$ cat config.mk
export PLATFORM = sky130hd
export DESIGN_NAME = quiz_buzzer_top
export DESIGN_NICKNAME = d
export VERILOG_FILES = /design/src/rtl/quiz_pkg.sv /design/src/rtl/quiz_lockout.sv /design/src/rtl/quiz_countdown.sv /design/src/rtl/quiz_display.sv /design/src/rtl/quiz_buzzer_top.sv
export SDC_FILE = /design/constraint.sdc
export NUM_CORES = 1
export LEC_CHECK = 0
export CAP_MARGIN = 15
export CORE_ASPECT_RATIO = 1.75
export CORE_MARGIN = 8
export CORE_UTILIZATION = 55
export DETAILED_ROUTE_END_ITERATION = 12
export DONT_BUFFER_PORTS = 1
export HOLD_SLACK_MARGIN = 0.08
export PLACE_DENSITY = 0.7
export SETUP_SLACK_MARGIN = 0.1
export SLEW_MARGIN = 20
export SYNTH_ARGS = -nofsm -noshare
export SYNTH_HDL_FRONTEND = slang
export SYNTH_HIERARCHICAL = 1
export SYNTH_SLANG_ARGS = --single-unit
$ cat constraint.sdc
create_clock -name clk -period 19.9 [get_ports clk]
set_clock_uncertainty 0.2 [all_clocks]
set_input_delay 3.98 -clock clk [delete_from_list [all_inputs] [get_ports clk]]
set_output_delay 3.98 -clock clk [all_outputs]
set_load 0.03 [all_outputs]
$ cat src/rtl/quiz_pkg.sv
package quiz_pkg;
  localparam int NUM_DIGITS = 4;

  // Active-high segment pattern, a on bit 6 .. g on bit 0.
  function automatic logic [6:0] seg_pattern(input logic [3:0] val);
    logic [6:0] p;
    case (val)
      4'd0:    p = 7'h7E;
      4'd1:    p = 7'h30;
      4'd2:    p = 7'h6D;
      4'd3:    p = 7'h79;
      4'd4:    p = 7'h33;
      4'd5:    p = 7'h5B;
      4'd6:    p = 7'h5F;
      4'd7:    p = 7'h70;
      4'd8:    p = 7'h7F;
      4'd9:    p = 7'h7B;
      default: p = 7'h00;
    endcase
    return p;
  endfunction
endpackage

$ cat src/rtl/quiz_lockout.sv
module quiz_lockout #(
  parameter int N_PLAYERS = 4,
  localparam int CODE_W = $clog2(N_PLAYERS)
) (
  input  logic                 clk,
  input  logic                 rst_n,
  input  logic                 clear,
  input  logic [N_PLAYERS-1:0] btn,
  output logic [CODE_W-1:0]    code,
  output logic                 valid,
  output logic                 grant
);
  logic [CODE_W-1:0] code_q, code_d, pick;
  logic              valid_q, valid_d;

  always_comb begin
    pick = '0;
    for (int i = N_PLAYERS - 1; i >= 0; i--) begin
      if (btn[i]) pick = CODE_W'(i);
    end
  end

  assign grant = !valid_q && !clear && (|btn);

  always_comb begin
    code_d  = code_q;
    valid_d = valid_q;
    if (clear) begin
      valid_d = 1'b0;
    end else if (grant) begin
      valid_d = 1'b1;
      code_d  = pick;
    end
  end

  always_ff @(posedge clk or negedge rst_n) begin
    if (!rst_n) begin
      code_q  <= '0;
      valid_q <= 1'b0;
    end else begin
      code_q  <= code_d;
      valid_q <= valid_d;
    end
  end

  assign code  = code_q;
  assign valid = valid_q;

  AST_LOCK_HOLD: assert property (@(posedge clk) disable iff (!rst_n)
    valid_q && !clear |=> valid_q && $stable(code_q));
  AST_CLEAR_DROPS: assert property (@(posedge clk) disable iff (!rst_n)
    clear |=> !valid_q);
  AST_PRESS_LATCH: assert property (@(posedge clk) disable iff (!rst_n)
    !valid_q && !clear && (|btn) |=> valid_q);
endmodule

$ cat src/rtl/quiz_countdown.sv
module quiz_countdown #(
  parameter int COUNT_START = 100,
  parameter int TONE_SECS   = 1,
  localparam int TW     = $clog2(COUNT_START + 1),
  localparam int TONE_W = $clog2(TONE_SECS + 1)
) (
  input  logic          clk,
  input  logic          rst_n,
  input  logic          clear,
  input  logic          grant,
  input  logic          sec_tick,
  output logic [TW-1:0] remaining,
  output logic          tone_en
);
  logic [TW-1:0]     rem_q, rem_d;
  logic [TONE_W-1:0] tone_q, tone_d;
  logic              run_q, run_d;

  always_comb begin
    rem_d  = rem_q;
    tone_d = tone_q;
    run_d  = run_q;
    if (clear) begin
      rem_d  = TW'(COUNT_START);
      tone_d = '0;
      run_d  = 1'b0;
    end else begin
      if (sec_tick && tone_q != '0) tone_d = tone_q - TONE_W'(1);
      if (grant) begin
        run_d  = 1'b1;
        tone_d = TONE_W'(TONE_SECS);
      end else if (run_q && sec_tick && rem_q != '0) begin
        rem_d = rem_q - TW'(1);
        if (rem_q == TW'(1)) tone_d = TONE_W'(TONE_SECS);
      end
    end
  end

  always_ff @(posedge clk or negedge rst_n) begin
    if (!rst_n) begin
      rem_q  <= TW'(COUNT_START);
      tone_q <= '0;
      run_q  <= 1'b0;
    end else begin
      rem_q  <= rem_d;
      tone_q <= tone_d;
      run_q  <= run_d;
    end
  end

  assign remaining = rem_q;
  assign tone_en   = (tone_q != '0);

  AST_NO_UNDERFLOW: assert property (@(posedge clk) disable iff (!rst_n)
    rem_q == '0 && !clear |=> rem_q == '0);
  AST_STEP_DOWN: assert property (@(posedge clk) disable iff (!rst_n)
    run_q && sec_tick && rem_q != '0 && !clear && !grant |=> rem_q == $past(rem_q) - TW'(1));
  AST_TONE_ON_GRANT: assert property (@(posedge clk) disable iff (!rst_n)
    grant && !clear |=> tone_en);
  AST_CLEAR_RELOAD: assert property (@(posedge clk) disable iff (!rst_n)
    clear |=> rem_q == TW'(COUNT_START) && !tone_en);
endmodule

$ cat src/rtl/quiz_display.sv
module quiz_display
  import quiz_pkg::*;
#(
  parameter int N_PLAYERS = 4,
  parameter int COUNT_START = 100,
  parameter int SCAN_DIV = 16,
  localparam int CODE_W = $clog2(N_PLAYERS),
  localparam int TW     = $clog2(COUNT_START + 1),
  localparam int DIV_W  = $clog2(SCAN_DIV),
  localparam int IDX_W  = $clog2(NUM_DIGITS)
) (
  input  logic                  clk,
  input  logic                  rst_n,
  input  logic                  valid,
  input  logic [CODE_W-1:0]     code,
  input  logic [TW-1:0]         remaining,
  output logic [NUM_DIGITS-1:0] digit_sel,
  output logic [6:0]            seg
);
  logic [DIV_W-1:0] div_q, div_d;
  logic [IDX_W-1:0] idx_q, idx_d;
  logic [3:0]       val;
  int               r;

  always_comb begin
    idx_d = idx_q;
    if (div_q == DIV_W'(SCAN_DIV - 1)) begin
      div_d = '0;
      idx_d = idx_q + IDX_W'(1);
    end else begin
      div_d = div_q + DIV_W'(1);
    end
  end

  always_ff @(posedge clk or negedge rst_n) begin
    if (!rst_n) begin
      div_q <= '0;
      idx_q <= '0;
    end else begin
      div_q <= div_d;
      idx_q <= idx_d;
    end
  end

  always_comb begin
    r = int'(remaining);
    case (idx_q)
      2'd0:    val = 4'(int'(code) + 1);
      2'd1:    val = 4'((r / 100) % 10);
      2'd2:    val = 4'((r / 10) % 10);
      default: val = 4'(r % 10);
    endcase
  end

  assign digit_sel = NUM_DIGITS'(1) << idx_q;
  assign seg       = valid ? seg_pattern(val) : 7'h00;

  AST_ONE_DIGIT: assert property (@(posedge clk) disable iff (!rst_n)
    $countones(digit_sel) == 1);
endmodule

$ cat src/rtl/quiz_buzzer_top.sv
module quiz_buzzer_top #(
  parameter int COUNT_START = 100,
  parameter int TONE_SECS   = 1,
  parameter int SCAN_DIV    = 16
) (
  input  logic       clk,
  input  logic       rst_n,
  input  logic       clear,
  input  logic       sec_tick,
  input  logic [3:0] btn,
  output logic [1:0] winner_code,
  output logic       winner_valid,
  output logic       tone_en,
  output logic [3:0] digit_sel,
  output logic [6:0] seg
);
  localparam int N_PLAYERS = 4;
  localparam int TW = $clog2(COUNT_START + 1);

  logic [1:0]    rst_sync;
  logic          rst_s;
  logic          grant;
  logic [TW-1:0] remaining;

  always_ff @(posedge clk or negedge rst_n) begin
    if (!rst_n) rst_sync <= 2'b00;
    else        rst_sync <= {rst_sync[0], 1'b1};
  end
  assign rst_s = rst_sync[1];

  quiz_lockout #(.N_PLAYERS(N_PLAYERS)) u_lock (
    .clk(clk), .rst_n(rst_s), .clear(clear), .btn(btn),
    .code(winner_code), .valid(winner_valid), .grant(grant)
  );

  quiz_countdown #(.COUNT_START(COUNT_START), .TONE_SECS(TONE_SECS)) u_count (
    .clk(clk), .rst_n(rst_s), .clear(clear), .grant(grant),
    .sec_tick(sec_tick), .remaining(remaining), .tone_en(tone_en)
  );

  quiz_display #(.N_PLAYERS(N_PLAYERS), .COUNT_START(COUNT_START),
                 .SCAN_DIV(SCAN_DIV)) u_disp (
    .clk(clk), .rst_n(rst_s), .valid(winner_valid), .code(winner_code),
    .remaining(remaining), .digit_sel(digit_sel), .seg(seg)
  );

  AST_BLANK_IDLE: assert property (@(posedge clk) disable iff (!rst_s)
    !winner_valid |-> seg == 7'h00);
endmodule

# After elaboration in Yosys (flattened, before gate mapping)
# Memory sizes are Yosys's and may differ from the RTL's.
# Cells that the tools add are included.
# word_totals
in_bits	8
mem_count	1
register_bits	19
word_cells	56
output_inout_bits	15
romBits	112
# memory_table
name	words	width	read_ports	rd_clocked_by_memory_dff	write_ports	line	text
(no name shown)	16	7	1	0	0	quiz_pkg.sv:7	case (val)
# classes
shifts	1
div_mod_pow	5
add_sub_neg	5
eq_ne	5
n_mux	17
n_reduce_logical	14
bitwise	1
# ops
operator	n
remainder unit 32 x 5 -> 32 bit, second input constant	2
divider 8 x 5 -> 32 bit, second input constant	1
divider 8 x 8 -> 32 bit, second input constant	1
remainder unit 8 x 5 -> 32 bit, second input constant	1
2-to-1 mux 7 bit	4
case mux 4 bit (3 select lines)	1
2-to-1 mux 2 bit	4
equality test 7 x 1 -> 1 bit, second input constant	1
2-to-1 mux 1 bit	7
nonzero test 7 bit	1
subtractor 7 x 1 -> 7 bit, second input constant	1
logical AND 1 bit	5
adder 4 x 1 -> 4 bit, second input constant	1
equality test 4 bit, second input constant	1
2-to-1 mux 4 bit	1
AND reduction 2 bit	2
nonzero test 2 bit	2
OR reduction 4 bit	1
left shift 1 x 2 -> 4 bit, first input constant	1
adder 2 x 1 -> 3 bit, second input constant	1
adder 2 x 1 -> 2 bit, second input constant	1
equality test 2 x 1 -> 1 bit, second input constant	1
equality test 2 bit, second input constant	1
logical NOT 1 bit	2
other kinds (4)	4

# Logic depth before layout (Yosys ltp)
# Gate-level depths: netlist of the first run.
# depth
ltp_word	6
ltp_mapped	46
mapped_depth_nobuf	44

# Cells and area by module
# The synthesis of the first run kept the hierarchy.
# by_module_without_submodules
mod	seq_area_each_um2	area_per_inst_um2	cells_per_inst	instances
quiz_display	150.1	2407.3	327	1
quiz_countdown	229.0	509.2	51	1
quiz_lockout	75.1	160.2	16	1
quiz_buzzer_top	50.0	53.8	3	1

# Least setup slack after synthesis of the first run
# Ideal clock, no wire load.
# synth_path
kind	reg-to-output
startpoint	register u_disp.idx_q[0]
endpoint	output seg[0]
t_arrival_ns	11.044
stages_incl_launch_ff	44
n_path_buf	1
required_ns	15.720
setup_slack_ns	4.676
path_cell_list	dfrtp_1 inv_1 ha_1 inv_1 ha_1 o211ai_2 mux2_2 ha_1 o211a_1 or3_1 a211oi_4 mux2i_1 inv_1 ha_1 nand2_1 nor2_1 a2111oi_0 nor2_1 [... 8 more ...] nor2_1 a21oi_1 mux2_4 nor2_1 mux2i_1 ha_1 a21boi_0 o21ai_0 a21oi_1 a2111oi_0 nand2b_1 o221ai_2 a31oi_1 ha_1 inv_1 o311ai_4 o21ba_1 a211oi_1
# synth_between
elab_chain_len	4
elab_cells_between_ends	6
classes_between	2 x eq/ne; 2 x mux; 1 x reduce/logical; 1 x memory
# synth_rtl
element	line	text
from (decl)	quiz_display.sv:21	logic [IDX_W-1:0] idx_q, idx_d;
from (signal assigned)	quiz_display.sv:41	idx_q <= idx_d;
equality test 2 bit, or another cell as far along	quiz_display.sv:47	case (idx_q)
case mux 4 bit (3 select lines) *	quiz_display.sv:47	
memory (16 x 7 bit) *	--	
2-to-1 mux 7 bit *	quiz_display.sv:56	assign seg = valid ? seg_pattern(val) : 7'h00;
to (decl)	quiz_buzzer_top.sv:15	output logic [6:0] seg
# Every way passes the cells marked *; elsewhere a longest branch is shown, timed or not.

# Final worst setup path of the first run
# Ends and elaborated chain as after synthesis.

==> flow_summary_export.csv, run 1 <==
group,metric,value,unit
cts,clkSlewWorstSetupHoldPaths,0.07,ns
job,cap_violations,0,
timing,timing.final.max_slew_violations,0,
placed_design,place_hpwl,6160,um
floorplanning,fp.dieW,73.0,um
setup_path,ff2ff_path_depth,4,
floorplanning,rows,36,
logic_synthesis,synth.area.top_cells,"ha_1 16%, dfrtp_1 14%, nor2_1 4.8%",
logic_synthesis,avgSynthCellArea,7.89,sq um
logic_synthesis,synth_top_area_cell,"ha_1",
detailed_routing,drt_pass1_iterations,4,
min_path,hold_class,"reg -> async",
timing,post-route-period-util,82.4,%
setup_path,rrSetupSlack,17.59,ns
cts,clk_latency,0.25,ns
logic_synthesis,synth_edf_count,0,
setup_path,cpMostUsedCell,"ha_1",
setup_path,critPathRequiredTime,15.72,ns
detailed_routing,wl_per_cell,16.7,um
detailed_routing,ant_nets,0,
logic_synthesis,syn_inst,397,
detailed_routing,via_per_inst,6.33,
global_routing,overflow,0,
global_routing,grt_max_degree,20,
placed_design,routabilityCongestion,0.917,
logic_synthesis,syn_area,3130,sq um
floorplanning,io_pins,23,
cts,clockBufferDepth,2,
logic_synthesis,yosys_warnings,6,
placed_design,placed_cell_area,3180,sq um
setup_path,path_buf_inv,6,
detailed_routing,vias,2951,
setup_path,cpPeakStageDelay,0.80,ns
cts,htreeDepth,1,
logic_synthesis,synth_top_cell_area_share,16.0,%
setup_path,endpoint_kind,"primary output",
floorplanning,die-height,116,um
logic_synthesis,yosys-top-cells-count,"40 x ha_1, 40 x nor2_1, 28 x nand2_1",
layout,drive_above_1_share,9.23,%
timing,hold_viol_final,0,
detailed_routing,drc,0,
floorplanning,start_util,56.5,%
timing,tns,0,ns
global_routing,grt_use_total,18.9,%
cts,cts.repair.resized,0,
layout,fillers,551,
pwr,p_leak,1.45,nW
setup_path,cp_max_fo,19,
logic_synthesis,ys_seq_area_share,16.1,%
setup_path,cp_top_family,"compound AO/OA/AOI/OAI gates",
placed_design,port_buffers,0,
setup_path,reg2reg_to,"u_count/remaining[5]$_DFFE_PN1P_",
cts,clock-sinks,20,
cts,post_cts_buffers,0,
global_routing,grt_first_pass_wirelength,13200,um
timing,period_needed,16.40,ns
timing,fmax,61.0,MHz
logic_synthesis,synth.net_count,445,
timing,tightest_slew,1.05,ns
logic_synthesis,synthDistinctLibCells,77,
layout,register_area,504,sq um
layout,diodes,0,
setup_path,crit_slowest_cell,"a211oi_1",
setup_path,crit_arrival,12.22,ns
layout,area_delta_synth_final,3.20,%
timing,relSlewSlack,29.7,%
cts,cts_made_buffers,3,
setup_path,cp-start-kind,"flip-flop",
logic_synthesis,ys_async_sr_fraction,100,%
cts,tritoncts,"yes",
timing,holdWs,0.0988,ns
floorplanning,core-area,5540,sq um
pwr,finalPower,0.132,mW
logic_synthesis,ys_ff_latch,20,
global_routing,antenna_found_initial,0,
pwr,p_per_area,41.0,nW/um^2
timing,final-setup-viol-count,0,
cts,clockRootBuffer,"clkbuf_8",
cts,cts_hold_buf,0,
timing,rsz0062_at_grt,"false",
layout,multi_input_area,2470,sq um
floorplanning,dieArea,8460,sq um
global_routing,grt_pass1_vias,2946,
detailed_routing,drt-initial-drc-count,118,
status,outcome,"finished, final reports clean",
logic_synthesis,synthFlopType,"dfrtp_1",
detailed_routing,routed_wl,7780,um
setup_path,reg2reg_from,"u_count/remaining[3]$_DFFE_PN0P_",
layout,fin_area,3230,sq um
layout,finalNetCount,439,
setup_path,crit_type,"reg -> out",
pwr,ir_drop,0.0000489,V
-- cells by family (layout without fill, tap and decap cells) --
group,Yosys count,after routing,synth area share (%)
other cells,2,2,0.240
compound gates,126,126,30.4
mux,12,12,4.08
fa+ha+maj,40,40,16.0
simple gates,141,141,22.9
flops,20,20,16.1
buf+inv,37,30,4.96
xor+xnor,19,19,5.32
-- worst max path at each step --
stage                                            from  endpoint  cells after the start
after floorplan           u_disp/idx_q[0]$_DFFE_PN0N_    seg[0]                     43
after global placement    u_disp/idx_q[0]$_DFFE_PN0N_    seg[0]                     44
after detailed placement  u_disp/idx_q[0]$_DFFE_PN0N_    seg[0]                     44
after CTS                 u_disp/idx_q[0]$_DFFE_PN0N_    seg[0]                     44
after global routing      u_disp/idx_q[0]$_DFFE_PN0N_    seg[0]                     44
final                     u_disp/idx_q[0]$_DFFE_PN0N_    seg[0]                     44
-- power by group --
part           switching (mW)  internal (mW)
Clock                  0.0122         0.0176
Sequential            0.00502         0.0423
Combinational          0.0350         0.0204
Total                  0.0522         0.0802
-- sequential cells by signal, indices dropped and copies added (netlist names) --
name / cells
u_count/remaining: 7
rst_sync: 2
u_disp/div_q: 4
u_count/run_q: 1
u_lock/valid: 1
u_count/tone_en: 1
u_lock/code: 2
u_disp/idx_q: 2
-- area by class of cell --
cell class	count	area share [%]
flip-flops and latches	20	15.6
clock buffers	4	1.70
multi-input cells	340	76.5
inverters	24	2.79
well taps	76	2.94
repair buffers	2	0.465
-- layer usage --
metal / global-route usage, % / wire length, um / vias up
li1: - / - / 1437
met1: 18.1 / 2980 / 1433
met2: 36.8 / 4250 / 67
met3: 3.21 / 326 / 14
met4: 9.14 / 226 / 0
met5: 0 / 0 / -
-- metrics by stage --
step / setup slack, ns / util (%) / std cells
3_5_place_dp: 3.88 / 57.3 / 462
5_1_grt: 2.47 / 58.3 / 466
2_1_floorplan: 4.68 / - / 397
3_3_place_gp: 4.24 / 57.3 / 462
6_report: 3.50 / 58.3 / 466
4_1_cts: 3.58 / 58.3 / 466
-- cell usage in the layout (no fill, tap or decap), types with 5 or more instances in the layout --
| cell | count |
|---|---|
| a211oi_1 | 7 |
| a21oi_1 | 18 |
| a31oi_1 | 5 |
| dfrtp_1 | 17 |
| ha_1 | 40 |
| inv_1 | 22 |
| mux2i_1 | 9 |
| nand2_1 | 28 |
| nand2b_1 | 11 |
| nand3_1 | 7 |
| nor2_1 | 40 |
| nor2b_1 | 7 |
| nor3_1 | 18 |
| o21a_1 | 12 |
| o21ai_0 | 27 |
| or2_2 | 5 |
| xnor2_1 | 7 |
| xor2_1 | 12 |
Note: power is estimated with default switching activity, not from simulation.
==> run 2, diff against run 1 <==
--- a/config.mk
+++ b/config.mk
@@ -5,6 +5,7 @@
 export SDC_FILE = /design/constraint.sdc
 export NUM_CORES = 1
 export LEC_CHECK = 0
+export ABC_AREA = 1
 export CAP_MARGIN = 15
 export CORE_ASPECT_RATIO = 1.75
 export CORE_MARGIN = 8
@@ -12,7 +13,7 @@
 export DETAILED_ROUTE_END_ITERATION = 12
 export DONT_BUFFER_PORTS = 1
 export HOLD_SLACK_MARGIN = 0.08
-export PLACE_DENSITY = 0.7
+export PLACE_DENSITY = 0.73
 export SETUP_SLACK_MARGIN = 0.1
 export SLEW_MARGIN = 20
 export SYNTH_ARGS = -nofsm -noshare
==> constraint.sdc (replaced) <==
create_clock -name clk -period 13.9 [get_ports clk]
set_clock_uncertainty 0.2 [all_clocks]
set_input_delay 2.78 -clock clk [delete_from_list [all_inputs] [get_ports clk]]
set_output_delay 2.78 -clock clk [all_outputs]
set_load 0.03 [all_outputs]
==> run 2 against run 1 <==
Utilization is 0.64 points higher. Synthesized cell count is 19% higher. Largest power group unchanged. Sequential power is 63% higher.
==> flow_summary_export.csv, run 2 <==
group,metric,value,unit
logic_synthesis,ys_async_sr_fraction,100,%
layout,instances_no_fill,550,
timing,post-route-period-util,90.9,%
cts,clk_latency,0.26,ns
pwr,p_leak,1.78,nW
setup_path,reg2reg_to,"u_count/remaining[1]$_DFFE_PN0P_",
logic_synthesis,synthFlopType,"dfrtp_1",
layout,drive_above_1_share,16.7,%
setup_path,reg2reg_from,"u_lock/valid$_DFFE_PN0P_",
setup_path,crit_arrival,9.65,ns
detailed_routing,vias,2860,
timing,period_needed,12.63,ns
logic_synthesis,synthDistinctLibCells,40,
layout,finalNetCount,523,
cts,cts.repair.resized,0,
global_routing,grt_pass1_vias,2737,
logic_synthesis,synth_top_cell_area_share,16.2,%
timing,timing.final.max_slew_violations,0,
timing,relSlewSlack,53.5,%
detailed_routing,drt-initial-drc-count,132,
placed_design,routabilityCongestion,0.882,
placed_design,port_buffers,0,
cts,cts_hold_buf,0,
cts,cts_made_buffers,3,
floorplanning,rows,36,
detailed_routing,routed_wl,6530,um
setup_path,critPathRequiredTime,10.92,ns
floorplanning,fp.dieW,72.6,um
cts,tritoncts,"yes",
setup_path,rrSetupSlack,12.10,ns
layout,fillers,545,
placed_design,dp.cells,546,
floorplanning,core-area,5500,sq um
floorplanning,die-height,115,um
min_path,hold_class,"reg -> async",
setup_path,cpMostUsedCell,"nand2_1",
logic_synthesis,yosys_warnings,6,
logic_synthesis,synth.area.top_cells,"ha_1 16%, dfrtp_1 14%, nand2_1 14%",
layout,final_common_cell,"nand2_1",
setup_path,crit_slowest_cell,"nor2_1",
detailed_routing,ant_nets,0,
global_routing,overflow,0,
global_routing,grt_use_total,16.4,%
logic_synthesis,syn_area,3080,sq um
cts,clock-sinks,20,
cts,post_cts_buffers,0,
detailed_routing,via_per_inst,5.20,
logic_synthesis,avgSynthCellArea,6.52,sq um
logic_synthesis,synth.net_count,521,
floorplanning,dieArea,8350,sq um
status,outcome,"finished, final reports clean",
logic_synthesis,syn_inst,473,
timing,final-setup-viol-count,0,
global_routing,grt_max_degree,19,
timing,tns,0,ns
setup_path,critPathLaunch,"u_disp/idx_q[0]$_DFFE_PN0N_",
cts,htreeDepth,1,
setup_path,ff2ff_path_depth,8,
detailed_routing,drt_pass1_iterations,4,
floorplanning,start_util,56.1,%
setup_path,crit_type,"reg -> out",
setup_path,endpoint_kind,"primary output",
pwr,p_per_area,150,nW/um^2
detailed_routing,drc,0,
layout,diodes,0,
timing,rsz0062_at_grt,"false",
logic_synthesis,yosys-top-cells-count,"113 x nand2_1, 65 x inv_1, 49 x nor2_1",
job,cap_violations,0,
layout,area_delta_synth_final,5.07,%
logic_synthesis,ys_seq_area_share,16.4,%
floorplanning,io_pins,23,
pwr,ir_drop,0.000243,V
setup_path,cp_max_fo,17,
timing,tightest_slew,0.698,ns
setup_path,endpoint,"seg[3]",
cts,clockRootBuffer,"clkbuf_8",
logic_synthesis,ys_ff_latch,20,
layout,largest_register_ffs,7,
logic_synthesis,synth_top_area_cell,"ha_1",
detailed_routing,wl_per_cell,11.9,um
timing,hold_viol_final,0,
setup_path,cp-start-kind,"flip-flop",
cts,clkSlewWorstSetupHoldPaths,0.08,ns
logic_synthesis,synth_edf_count,0,
cts,clockBufferDepth,2,
setup_path,cpPeakStageDelay,0.43,ns
layout,layout_common_cells,"113 x nand2_1, 65 x inv_1, 49 x nor2_1",
placed_design,place_hpwl,5410,um
timing,fmax,79.2,MHz
global_routing,grt_first_pass_wirelength,11300,um
global_routing,antenna_found_initial,0,
logic_synthesis,synth_most_common_cell,"nand2_1",
run 2: cell count changes in the layout (fill, tap and decap cells not counted), sizes merged, moves of 8 or more:
| cell | before | now |
|---|---|---|
| inv | 24 | 78 |
| mux2i | 9 | 0 |
| nand2 | 28 | 131 |
| nand2b | 11 | 0 |
| nand3 | 7 | 44 |
| nor2 | 41 | 64 |
| nor3 | 19 | 0 |
| o21a | 12 | 4 |
run 2: area by class of cell:
class,instances,area [sq um],area share [%]
Clock inverter,1,30.0,0.927
Sequential cell,20,504,15.6
Inverter,79,298,9.19
Multi-Input combinational cell,370,2260,69.9
Clock buffer,3,41.3,1.27
Tap cell,76,95.1,2.94
Timing Repair Buffer,1,7.51,0.232
run 2: worst min-delay path by stage:
stage | from | endpoint | slack (ns) | cells after the start
after floorplan | rst_sync[1]$_DFF_PN0_ | u_count/remaining[0]$_DFFE_PN0P_ | 0.02 | 0
after global placement | rst_sync[1]$_DFF_PN0_ | u_count/remaining[4]$_DFFE_PN0P_ | 0.12 | 0
after detailed placement | rst_sync[1]$_DFF_PN0_ | u_count/remaining[4]$_DFFE_PN0P_ | 0.11 | 0
after CTS | rst_sync[1]$_DFF_PN0_ | u_count/remaining[4]$_DFFE_PN0P_ | 0.12 | 0
after global routing | rst_sync[1]$_DFF_PN0_ | u_count/remaining[1]$_DFFE_PN0P_ | 0.17 | 0
final | rst_sync[1]$_DFF_PN0_ | u_count/remaining[4]$_DFFE_PN0P_ | 0.09 | 0
run 2: power by group:
part           total [mW]  switching [mW]  internal [mW]  leakage (nW)
Combinational       0.350           0.239          0.111          1.50
Sequential         0.0771          0.0124         0.0647         0.244
Clock              0.0584          0.0200         0.0385        0.0357
Total               0.485           0.272          0.214          1.78
run 2: layer usage:
metal  up-vias  global-route usage [%]  wire (um)  part of all wire, %
li1       1499                       -          -                    -
met1      1298                    15.9       2560                   39
met2        47                    31.6       3550                   54
met3        16                    2.10        226                  3.5
met4         0                    8.74        195                  3.0
met5         -                       0          0                    0
run 2: stage by stage:
step                      setup WS (ns)  cell area [sq um]  hold slack [ns]  utilization, %  power [mW]
after floorplan                    2.27               3080           0.0243               -       0.379
after global placement             1.78               3170            0.124            57.7       0.422
after detailed placement           1.61               3170            0.113            57.7       0.428
after CTS                          1.30               3240            0.120            58.9       0.489
after global routing              0.188               3240            0.167            58.9       0.533
final                              1.27               3240           0.0895            58.9       0.485
run 2: cell families (layout without fill, tap and decap cells):
group	count (synthesis)	count (layout)	synth area share, %
adder cells (fa/ha/maj)	40	40	16.2
AO/OA/AOI/OAI	55	55	11.2
buffers and inverters	83	84	10.2
AND/OR/NAND/NOR	259	259	41.8
other	2	2	0.244
flip-flops	20	20	16.4
XOR/XNOR	14	14	3.98
run 2: critical path, delay by kind of cell, from the launching register on:
kind	cells	cell delay (ns)
adders and majority gates	7	2.01
buffers and inverters	10	1.20
AOI/OAI and AO/OA	11	1.82
and+or+nand+nor	33	3.94
DFF	1	0.41
